## config.mk

```make
export PLATFORM = sky130hd
export DESIGN_NAME = hyp_maint_ctrl
export DESIGN_NICKNAME = d
export VERILOG_FILES = /design/src/rtl/hyp_maint_ctrl.sv
export SDC_FILE = /design/constraint.sdc
export NUM_CORES = 1
export LEC_CHECK = 0
export BUFFER_PORTS_ARGS = -buffer_cell sky130_fd_sc_hd__buf_2
export CAP_MARGIN = 25
export CORE_UTILIZATION = 45
export CTS_CLUSTER_DIAMETER = 60
export DETAILED_ROUTE_END_ITERATION = 8
export GPL_ROUTABILITY_DRIVEN = 0
export MAX_ROUTING_LAYER = met4
export PLACE_DENSITY = 0.64
export SETUP_SLACK_MARGIN = 0.5
export SLEW_MARGIN = 30
export SYNTH_ARGS = -nofsm -noshare
export SYNTH_HDL_FRONTEND = slang
export SYNTH_SLANG_ARGS = --single-unit
```

## constraint.sdc

```tcl
create_clock -name clk -period 1.9 [get_ports clk]
set_input_delay 0.285 -clock clk [delete_from_list [all_inputs] [get_ports clk]]
set_output_delay 0.285 -clock clk [all_outputs]
set_load 0.02 [all_outputs]
```

## src/rtl/hyp_maint_ctrl.sv

```systemverilog
module hyp_maint_ctrl #(
  parameter int NCPU = 8,
  parameter int NLR  = 4,
  parameter int AW   = 13,
  localparam int IDW = (NCPU > 1) ? $clog2(NCPU) : 1,
  localparam int LW  = NCPU * NLR
) (
  input  logic            clk,
  input  logic            rst_n,
  input  logic            req_valid_i,
  input  logic            req_write_i,
  input  logic [AW-1:0]   req_addr_i,
  input  logic [31:0]     req_wdata_i,
  input  logic [IDW-1:0]  req_id_i,
  input  logic [LW-1:0]   lr_valid_i,
  input  logic [LW-1:0]   lr_pend_i,
  input  logic [LW-1:0]   lr_eoi_i,
  output logic            rsp_valid_o,
  output logic [31:0]     rsp_rdata_o,
  output logic            dec_err_o,
  output logic [NCPU-1:0] maint_o
);
  localparam int SW = AW - 9;
  localparam int TW = (SW > IDW) ? SW : IDW;
  localparam logic [31:0] HCR_MASK  = 32'hF800_00FF;
  localparam logic [31:0] VMCR_MASK = 32'hF8FC_021F;
  localparam logic [31:0] TYPE_VAL  = 32'h4400_0000 | 32'(NLR - 1);

  logic [31:0] hcr_q  [NCPU];
  logic [31:0] vmcr_q [NCPU];
  logic [7:0]  misr   [NCPU];
  logic [NLR-1:0] eisr [NCPU];
  logic [NCPU-1:0] en_vec;

  genvar g;
  generate
    for (g = 0; g < NCPU; g++) begin : g_cpu
      logic [NLR-1:0] v, p, e;
      logic [31:0] h, m;
      assign v = lr_valid_i[g*NLR +: NLR];
      assign p = lr_pend_i[g*NLR +: NLR];
      assign e = lr_eoi_i[g*NLR +: NLR];
      assign h = hcr_q[g];
      assign m = vmcr_q[g];
      assign eisr[g] = e & ~v;
      assign misr[g] = { h[7] & ~m[1],
                         h[6] &  m[1],
                         h[5] & ~m[0],
                         h[4] &  m[0],
                         h[3] & ~(|p),
                         h[2] & (|h[31:27]),
                         h[1] & ((v & (v - 1'b1)) == '0),
                         |eisr[g] };
      assign en_vec[g] = h[0];
    end
  endgenerate

  logic [SW-1:0] slice;
  logic [8:0]    off;
  logic [TW-1:0] tgt;
  logic          bad_cpu, off_ok, acc_err;
  assign slice   = req_addr_i[AW-1:9];
  assign off     = req_addr_i[8:0];
  assign tgt     = (slice != '0) ? TW'(slice) : TW'(req_id_i);
  assign bad_cpu = {{(32-TW){1'b0}}, tgt} >= NCPU;

  always_comb begin
    case (off)
      9'h000, 9'h004, 9'h008, 9'h010, 9'h020,
      9'h024, 9'h030, 9'h034, 9'h0F0: off_ok = 1'b1;
      default:                        off_ok = 1'b0;
    endcase
  end
  assign acc_err = req_valid_i & (bad_cpu | ~off_ok);

  logic [31:0]    hcr_s, vmcr_s;
  logic [7:0]     misr_s;
  logic [NLR-1:0] eisr_s, empty_s;
  always_comb begin
    hcr_s = '0; vmcr_s = '0; misr_s = '0; eisr_s = '0; empty_s = '0;
    for (int c = 0; c < NCPU; c++)
      if (tgt == TW'(c)) begin
        hcr_s   = hcr_q[c];
        vmcr_s  = vmcr_q[c];
        misr_s  = misr[c];
        eisr_s  = eisr[c];
        empty_s = ~lr_valid_i[c*NLR +: NLR];
      end
  end

  logic [63:0] eisr64, empty64;
  assign eisr64  = 64'(eisr_s);
  assign empty64 = 64'(empty_s);

  logic [31:0] rd_mux;
  always_comb begin
    case (off)
      9'h000:  rd_mux = hcr_s;
      9'h004:  rd_mux = TYPE_VAL;
      9'h008:  rd_mux = vmcr_s;
      9'h010:  rd_mux = {24'd0, misr_s};
      9'h020:  rd_mux = eisr64[31:0];
      9'h024:  rd_mux = eisr64[63:32];
      9'h030:  rd_mux = empty64[31:0];
      9'h034:  rd_mux = empty64[63:32];
      default: rd_mux = '0;
    endcase
    if (bad_cpu) rd_mux = '0;
  end

  logic wr_ok;
  assign wr_ok = req_valid_i & req_write_i & ~acc_err;

  always_ff @(posedge clk or negedge rst_n) begin
    if (!rst_n) begin
      for (int c = 0; c < NCPU; c++) begin
        hcr_q[c]  <= '0;
        vmcr_q[c] <= '0;
      end
      maint_o     <= '0;
      rsp_valid_o <= 1'b0;
      rsp_rdata_o <= '0;
      dec_err_o   <= 1'b0;
    end else begin
      for (int c = 0; c < NCPU; c++) begin
        maint_o[c] <= en_vec[c] & (|misr[c]);
        if (wr_ok && tgt == TW'(c)) begin
          if (off == 9'h000) hcr_q[c]  <= req_wdata_i & HCR_MASK;
          if (off == 9'h008) vmcr_q[c] <= req_wdata_i & VMCR_MASK;
        end
      end
      rsp_valid_o <= req_valid_i & ~req_write_i;
      rsp_rdata_o <= (req_valid_i & ~req_write_i) ? rd_mux : '0;
      dec_err_o   <= dec_err_o | acc_err;
    end
  end

  p_maint_needs_en_r9: assert property (@(posedge clk) disable iff (!rst_n)
    (maint_o & ~$past(en_vec)) == '0);
  p_read_answers_r12: assert property (@(posedge clk) disable iff (!rst_n)
    (req_valid_i && !req_write_i) |=> rsp_valid_o);
  p_rsp_only_read_r12: assert property (@(posedge clk) disable iff (!rst_n)
    rsp_valid_o |-> $past(req_valid_i && !req_write_i));
  p_err_sticky_r3: assert property (@(posedge clk) disable iff (!rst_n)
    dec_err_o |=> dec_err_o);
  p_apr_zero_r11: assert property (@(posedge clk) disable iff (!rst_n)
    (rsp_valid_o && $past(req_addr_i[8:0] == 9'h0F0)) |-> rsp_rdata_o == '0);
endmodule

```

# ---- After elaboration in Yosys (flattened, before gate mapping)
# Index checks and enable logic that the tools add are counted.
dict set report classes {
  n_mux 45
  reduce_logical 68
  order_cmp 1
  eq_ne 15
  bitwise 121
  n_addsub 8
}
# op count
set ops {}
lappend ops {{32-bit 2-to-1 mux} 18}
lappend ops {{32-bit one-hot mux with 6 select lines} 1}
lappend ops {{11-bit OR reduction} 8}
lappend ops {{1-bit AND} 68}
lappend ops {{4-bit 2-to-1 mux} 17}
lappend ops {{4-bit AND} 16}
lappend ops {{8-bit 2-to-1 mux} 8}
lappend ops {{4-bit OR reduction} 16}
lappend ops {{5-bit OR reduction} 8}
lappend ops {{9-bit by 6-bit == test with 1-bit output (second input constant)} 4}
lappend ops {{4-bit logical NOT} 9}
lappend ops {{4-bit inverter} 8}
lappend ops {{2-bit AND reduction} 16}
lappend ops {{4-bit by 1-bit subtractor with 4-bit output (second input constant)} 8}
lappend ops {{1-bit inverter} 27}
lappend ops {{4-bit by 3-bit == test with 1-bit output (second input constant)} 4}
lappend ops {{9-bit by 3-bit == test with 1-bit output (second input constant)} 1}
lappend ops {{9-bit by 4-bit == test with 1-bit output (second input constant)} 1}
lappend ops {{9-bit by 5-bit == test with 1-bit output (second input constant)} 1}
lappend ops {{9-bit by 8-bit == test with 1-bit output (second input constant)} 1}
lappend ops {{9-bit logical NOT} 1}
lappend ops {{9-bit OR reduction} 1}
lappend ops {{4-bit by 2-bit == test with 1-bit output (second input constant)} 2}
lappend ops {{1-bit logical AND} 8}
lappend ops {{other kinds (5)} 6}
dict set report totals {
  input_bits 148
  regBits 282
  word_cells 278
  output_inout_bits 42
}

# ---- Depth between registers and ports, before layout
dict set report depth {
  ltp_word 15
  ltp_mapped 10
  depth_no_buf 7
}

# ---- Worst setup path before layout
# Ideal clock, no wire load.
dict set report synth_path {
  path_kind {input-to-reg}
  startpoint {in req_addr_i[5]}
  endpoint {reg vmcr_q, in the netlist g_cpu[2].m[18]}
  required_time_ns 1.773
  t_arrival_ns 2.158
  stages 9
  setup_ns 0.127
  path_buffers 3
  path_slack_ns -0.385
  cell_sequence {nor4_4 -> nand2_2 -> nor3b_4 -> and4_1 -> buf_6 -> and2b_1 -> buf_4 -> buf_6 -> mux2_1}
}
dict set report synth_between {
  elab_chain_len 10
  word_cells_on_any_way 18
  classes_between {eq/ne: 8; mux: 1; bitwise: 5; reduce/logical: 4}
}
# element line_no
set synth_lines {}
lappend synth_lines {{start: declaration} 12} ;# input logic [AW-1:0] req_addr_i,
lappend synth_lines {{9-bit by 4-bit == test with 1-bit output (tied with other cells)} {68, 129}}
lappend synth_lines {{9-bit OR reduction} 68} ;# case (off)
lappend synth_lines {{1-bit 2-to-1 mux} 68}
lappend synth_lines {{1-bit inverter} 74} ;# assign acc_err = req_valid_i & (bad_cpu | ~off_ok);
lappend synth_lines {{1-bit OR} 74}
lappend synth_lines {{1-bit AND} 74}
lappend synth_lines {{1-bit inverter} 112} ;# assign wr_ok = req_valid_i & req_write_i & ~acc_err;
lappend synth_lines {{1-bit AND} 112}
lappend synth_lines {{1-bit logical AND} 127} ;# if (wr_ok && tgt == TW'(c)) begin
lappend synth_lines {{2-bit AND reduction (no line) (*)} n/a}
lappend synth_lines {{end signal: indexed assignment} 129} ;# if (off == 9'h008) vmcr_q[c] <= req_wdata_i & VMCR_MASK;
lappend synth_lines {{end: declaration} 30} ;# logic [31:0] vmcr_q [NCPU];
# Mark *: on every way between the ends. The rest lies on a longest branch, timed or not.
# A chain may end at the register's enable or synchronous reset.

# ---- Worst setup path in the final report
dict set report layout_path {
  startpoint {reg hcr_q, in the netlist g_cpu[0].h[28]}
  endpoint {reg rsp_rdata_o[2]}
}
dict set report layout_between {
  elab_chain_len 13
}
# element line_no
set layout_lines {}
lappend layout_lines {{start: declaration} 29} ;# logic [31:0] hcr_q [NCPU];
lappend layout_lines {{start signal: indexed assignment} 128} ;# if (off == 9'h000) hcr_q[c] <= req_wdata_i & HCR_MASK;
lappend layout_lines {{5-bit OR reduction} 51} ;# h[2] & (|h[31:27]),
lappend layout_lines {{1-bit AND} 51}
lappend layout_lines {{8-bit 2-to-1 mux (8 in a row)} 82} ;# if (tgt == TW'(c)) begin
lappend layout_lines {{32-bit one-hot mux with 6 select lines} 97} ;# case (off)
lappend layout_lines {{32-bit 2-to-1 mux} 108} ;# if (bad_cpu) rd_mux = '0;
lappend layout_lines {{32-bit 2-to-1 mux} 133} ;# rsp_rdata_o <= (req_valid_i & ~req_write_i) ? rd_mux : '0;
lappend layout_lines {{end signal: assignment} 133}
lappend layout_lines {{end: declaration} 19} ;# output logic [31:0] rsp_rdata_o,
# Every way passes these cells.

==> out/qor.csv <==
metric,value,unit
outcome,"finished, violations left",
failed_checks,setup timing,
drt_first_pass_iters,8,
final.setup.worst_slack,-0.373,ns
synth_top_family_by_area,multiplexers,
timing.max_slew.rel_slack,56.1,%
register_area_share_after_synthesis,47.1,%
synth_xor_area_share,0,%
hpwlAfterDp,36.2,mm
cts_root_buffer,clkbuf_16,
buffer_ports.inserted,166,
start_util,45.6,%
yosys.area_share.simple,12.7,%
synth_cell_area,0.0144,mm²
first_iter_violations,1643,
p_sw_share,26.0,%
pwr_density_cell,648,mW/mm²
switching_power,3.65,mW
ys.warnings.count,0,
wire_per_inst,26.3,µm
worst_hold_path.endpoint,rsp_valid_o,
tritoncts_clock_tree,done,
post_synth_mux_area_share,21.8,%
viasPerCell,6.38,
placementRows,65,
pwr-share-clk,47.7,%
clock_sink_total,271,
r2r.worst_path.cells,8,
floorplan.io_pins,190,
routed_via_count,14200,
dieWidth,181,µm
finalHoldWorstSlack,0.0526,ns
coreArea,0.0316,mm²
synthesized_area_fraction_occupied_by_ao_oa_aoi_and_oai_cells,13.7,%
arrival_worst_endpoint,2.63,ns
timing.hold.worst.start,req_write_i,
grt_start_max_net_pins,63,
fin_worst_skew,0.0306,ns
antennaDiodeCount,0,
track_usage,35.7,%
worst_hold_path.num_cells,3,
timing.setup.critical_path_class,reg2reg,
worstSetupStartpointType,register,
peakVddDrop,668,µV
p_comb_share,11.3,%
met1_length,22.1,mm
fin_crit,2.27,ns
intPower,10.4,mW
p_seq_share,41.1,%
dpl_worst_slack,-0.670,ns
max_slew.worst_pin.slew,0.652,ns
maxCapViolCount,0,
unrepaired_setup_endpoints_after_global_routing,yes,
met3RoutedLength,5.89,mm
wl_met2,26.8,mm
max_freq,440,MHz
ant_nets,0,
share_of_cells_above_drive_strength_1,52.8,%
clkTransAtPathRegs,0.06,ns
ys.flop_type,dfrtp_1,
synth.lib_cells_used.distinct,79,
report.final.slew_viol_count,0,
worst_r2r_endpoint,rsp_rdata_o[2],
postSynth.asyncResetShare,100,%
tritoncts.num_buffers,34,
chipHeight,181,µm
setup_violations,18,
final_clock_period_utilization_by_the_worst_path,120,%
hold_crit_class,in2reg,
clkLatencyLatePin,0.54,ns
topRoutingLayerUsed,met4,
static-leakage-power,10.3,nW
synth-adder-area-share,0.556,%
tns,-1.08,ns
clockBufferDepth,3,
grt_pass1_vias,14100,
syn_avg_cell_area,10.8,µm²
die-area,0.0327,mm²
postSynthRegisterBits,271,
rr_startpoint,g_cpu[0].h[28],
finish.net_count,1949,
critPathMaxFanout,2,
drc_errors,0,
antenna_found_initial,0,
area_delta_synth_final,50.7,%
gr-total-overflow,0,
critical_path_required,2.25,ns
htreeDepth,2,
setup.worst_path.end_class,register,
synth_cells,1337,
edff_count_synth,0,
wire_length_of_the_first_global_routing_pass,86.4,mm
reg2reg_slack,-0.37,ns
wire_length_after_detailed_routing,58.5,mm
final_hold_viol_count,0,
==> per-stage QoR <==
step / utilization, % / instance area, µm² / power (mW) / instances
after global placement: 55.7 / 17600 / 7.14 / 2061
after floorplan: - / 14800 / 6.40 / 1347
after global routing: 68.8 / 21700 / 14.4 / 2228
after detailed placement: 55.7 / 17600 / 7.15 / 2061
after CTS: 66.6 / 21000 / 13.9 / 2203
final: 68.8 / 21700 / 14.1 / 2228
==> worst max path at each step <==
stage / startpoint / end / slack, ns / cells after the start
floorplan: req_addr_i[6] / g_cpu[2].m[20] / -0.35 / 9
global placement: req_addr_i[11] / rsp_rdata_o[2] / -0.67 / 11
detailed placement: req_addr_i[11] / rsp_rdata_o[3] / -0.67 / 9
CTS: g_cpu[0].h[31] / rsp_rdata_o[2] / -0.33 / 8
global route: g_cpu[2].h[27] / rsp_rdata_o[2] / -0.39 / 8
finish: g_cpu[0].h[28] / rsp_rdata_o[2] / -0.37 / 8
==> layout by cell type (no fill, tap or decap), types with 9 or more instances in the layout <==
master	synthesis	layout
dfrtp_1	271	271
buf_4	15	218
buf_2	39	154
mux2_4	0	139
nand2_1	148	137
mux2_2	228	109
buf_6	6	61
a21oi_1	66	51
nor2_1	51	45
o21ai_0	78	42
buf_12	0	41
clkbuf_16	0	35
mux2i_1	35	31
nand2b_1	28	28
a31oi_1	36	27
o21ai_1	1	23
nand2_8	0	23
inv_1	19	19
nor3_1	21	18
nand3_1	17	15
a21oi_2	0	15
buf_8	0	15
nor2b_1	14	14
o21ai_2	0	13
conb_1	1	11
a22oi_1	17	9
nand4_1	9	9
a211oi_2	0	9
o211ai_1	9	9
nor4_1	9	9
buf_16	0	9
==> cell usage after synthesis, types with 5 or more instances <==
| cell | count | area, µm² |
|---|---|---|
| nand4_1 | 9 | 56.3 |
| nand2_4 | 6 | 67.6 |
| nand3_1 | 17 | 85.1 |
| a221o_1 | 6 | 60.1 |
| a311oi_1 | 5 | 43.8 |
| a221oi_1 | 8 | 70.1 |
| and2_1 | 5 | 31.3 |
| maj3_1 | 8 | 80.1 |
| a22oi_1 | 17 | 128 |
| buf_2 | 39 | 195 |
| o22ai_1 | 7 | 43.8 |
| nor4_1 | 9 | 56.3 |
| a211oi_1 | 14 | 105 |
| or4_1 | 9 | 67.6 |
| nand3b_1 | 5 | 37.5 |
| nand2b_1 | 28 | 175 |
| a21oi_1 | 66 | 330 |
| o221ai_1 | 6 | 52.6 |
| buf_4 | 15 | 113 |
| mux2_1 | 20 | 225 |
| inv_1 | 19 | 71.3 |
| nor2b_1 | 14 | 87.6 |
| a31oi_1 | 36 | 225 |
| a2111oi_0 | 5 | 43.8 |
| a22o_1 | 6 | 52.6 |
| dfrtp_1 | 271 | 6780 |
| o21ai_0 | 78 | 390 |
| clkbuf_1 | 31 | 116 |
| nand2_1 | 148 | 556 |
| nor3_1 | 21 | 105 |
| a32oi_1 | 5 | 43.8 |
| o211ai_1 | 9 | 67.6 |
| mux2i_1 | 35 | 350 |
| buf_6 | 6 | 67.6 |
| nor2_1 | 51 | 191 |
| mux2_2 | 228 | 2570 |
==> layout make-up <==
cell class / count / area, µm²
Clock inverter: 18 / 225
Timing Repair Buffer: 501 / 4440
Clock buffer: 43 / 946
Inverter: 19 / 71.3
Multi-Input combinational cell: 974 / 8730
Fill cell: 2171 / 9860
Sequential cell: 271 / 6780
Tap cell: 402 / 503
==> flip-flops by register name, indices dropped and copies added (netlist names) <==
name,flops
g_cpu.m,136
rsp_valid_o,1
dec_err_o,1
g_cpu.h,104
maint_o,8
rsp_rdata_o,21
==> power by group through the flow <==
stage | clock, mW | sequential, mW | combinational [mW]
2_1_floorplan | 0 | 5.88 | 0.515
3_3_place_gp | 0 | 5.88 | 1.26
3_5_place_dp | 0 | 5.88 | 1.27
4_1_cts | 6.72 | 5.77 | 1.45
5_1_grt | 6.96 | 5.77 | 1.65
6_report | 6.70 | 5.77 | 1.58
==> worst max-delay path, cell delays in order, from the launching register on <==
cell and delay (ns):
dfrtp_1 0.40, or4_4 0.54, o21ai_2 0.16, buf_6 0.13, mux2_4 0.17, o22ai_4 0.07
a221oi_2 0.30, o221a_2 0.23, a31oi_1 0.09
==> layer usage <==
layer / vias up / GRT usage (%)
li1: 5884 / -
met3: 304 / 8.18
met1: 7000 / 44.8
met2: 1029 / 54.9
met4: 0 / 16.1
met5: - / -
==> what timing repair did <==
item	4_1_cts	5_1_grt
cloned	24	0
buffers inserted	56	25
gates resized for setup	328	105
endpoints found under the setup margin	268	268
pin swaps	79	65
hold endpoints to repair	54	0
hold buffers	1	0
==> cells by family after synthesis <==
family / Yosys count
simple gates: 357
flops: 271
other cells: 1
compound gates: 303
mux: 283
fa+ha+maj: 8
buf+inv: 114
Power figures use the tool's default switching activity.
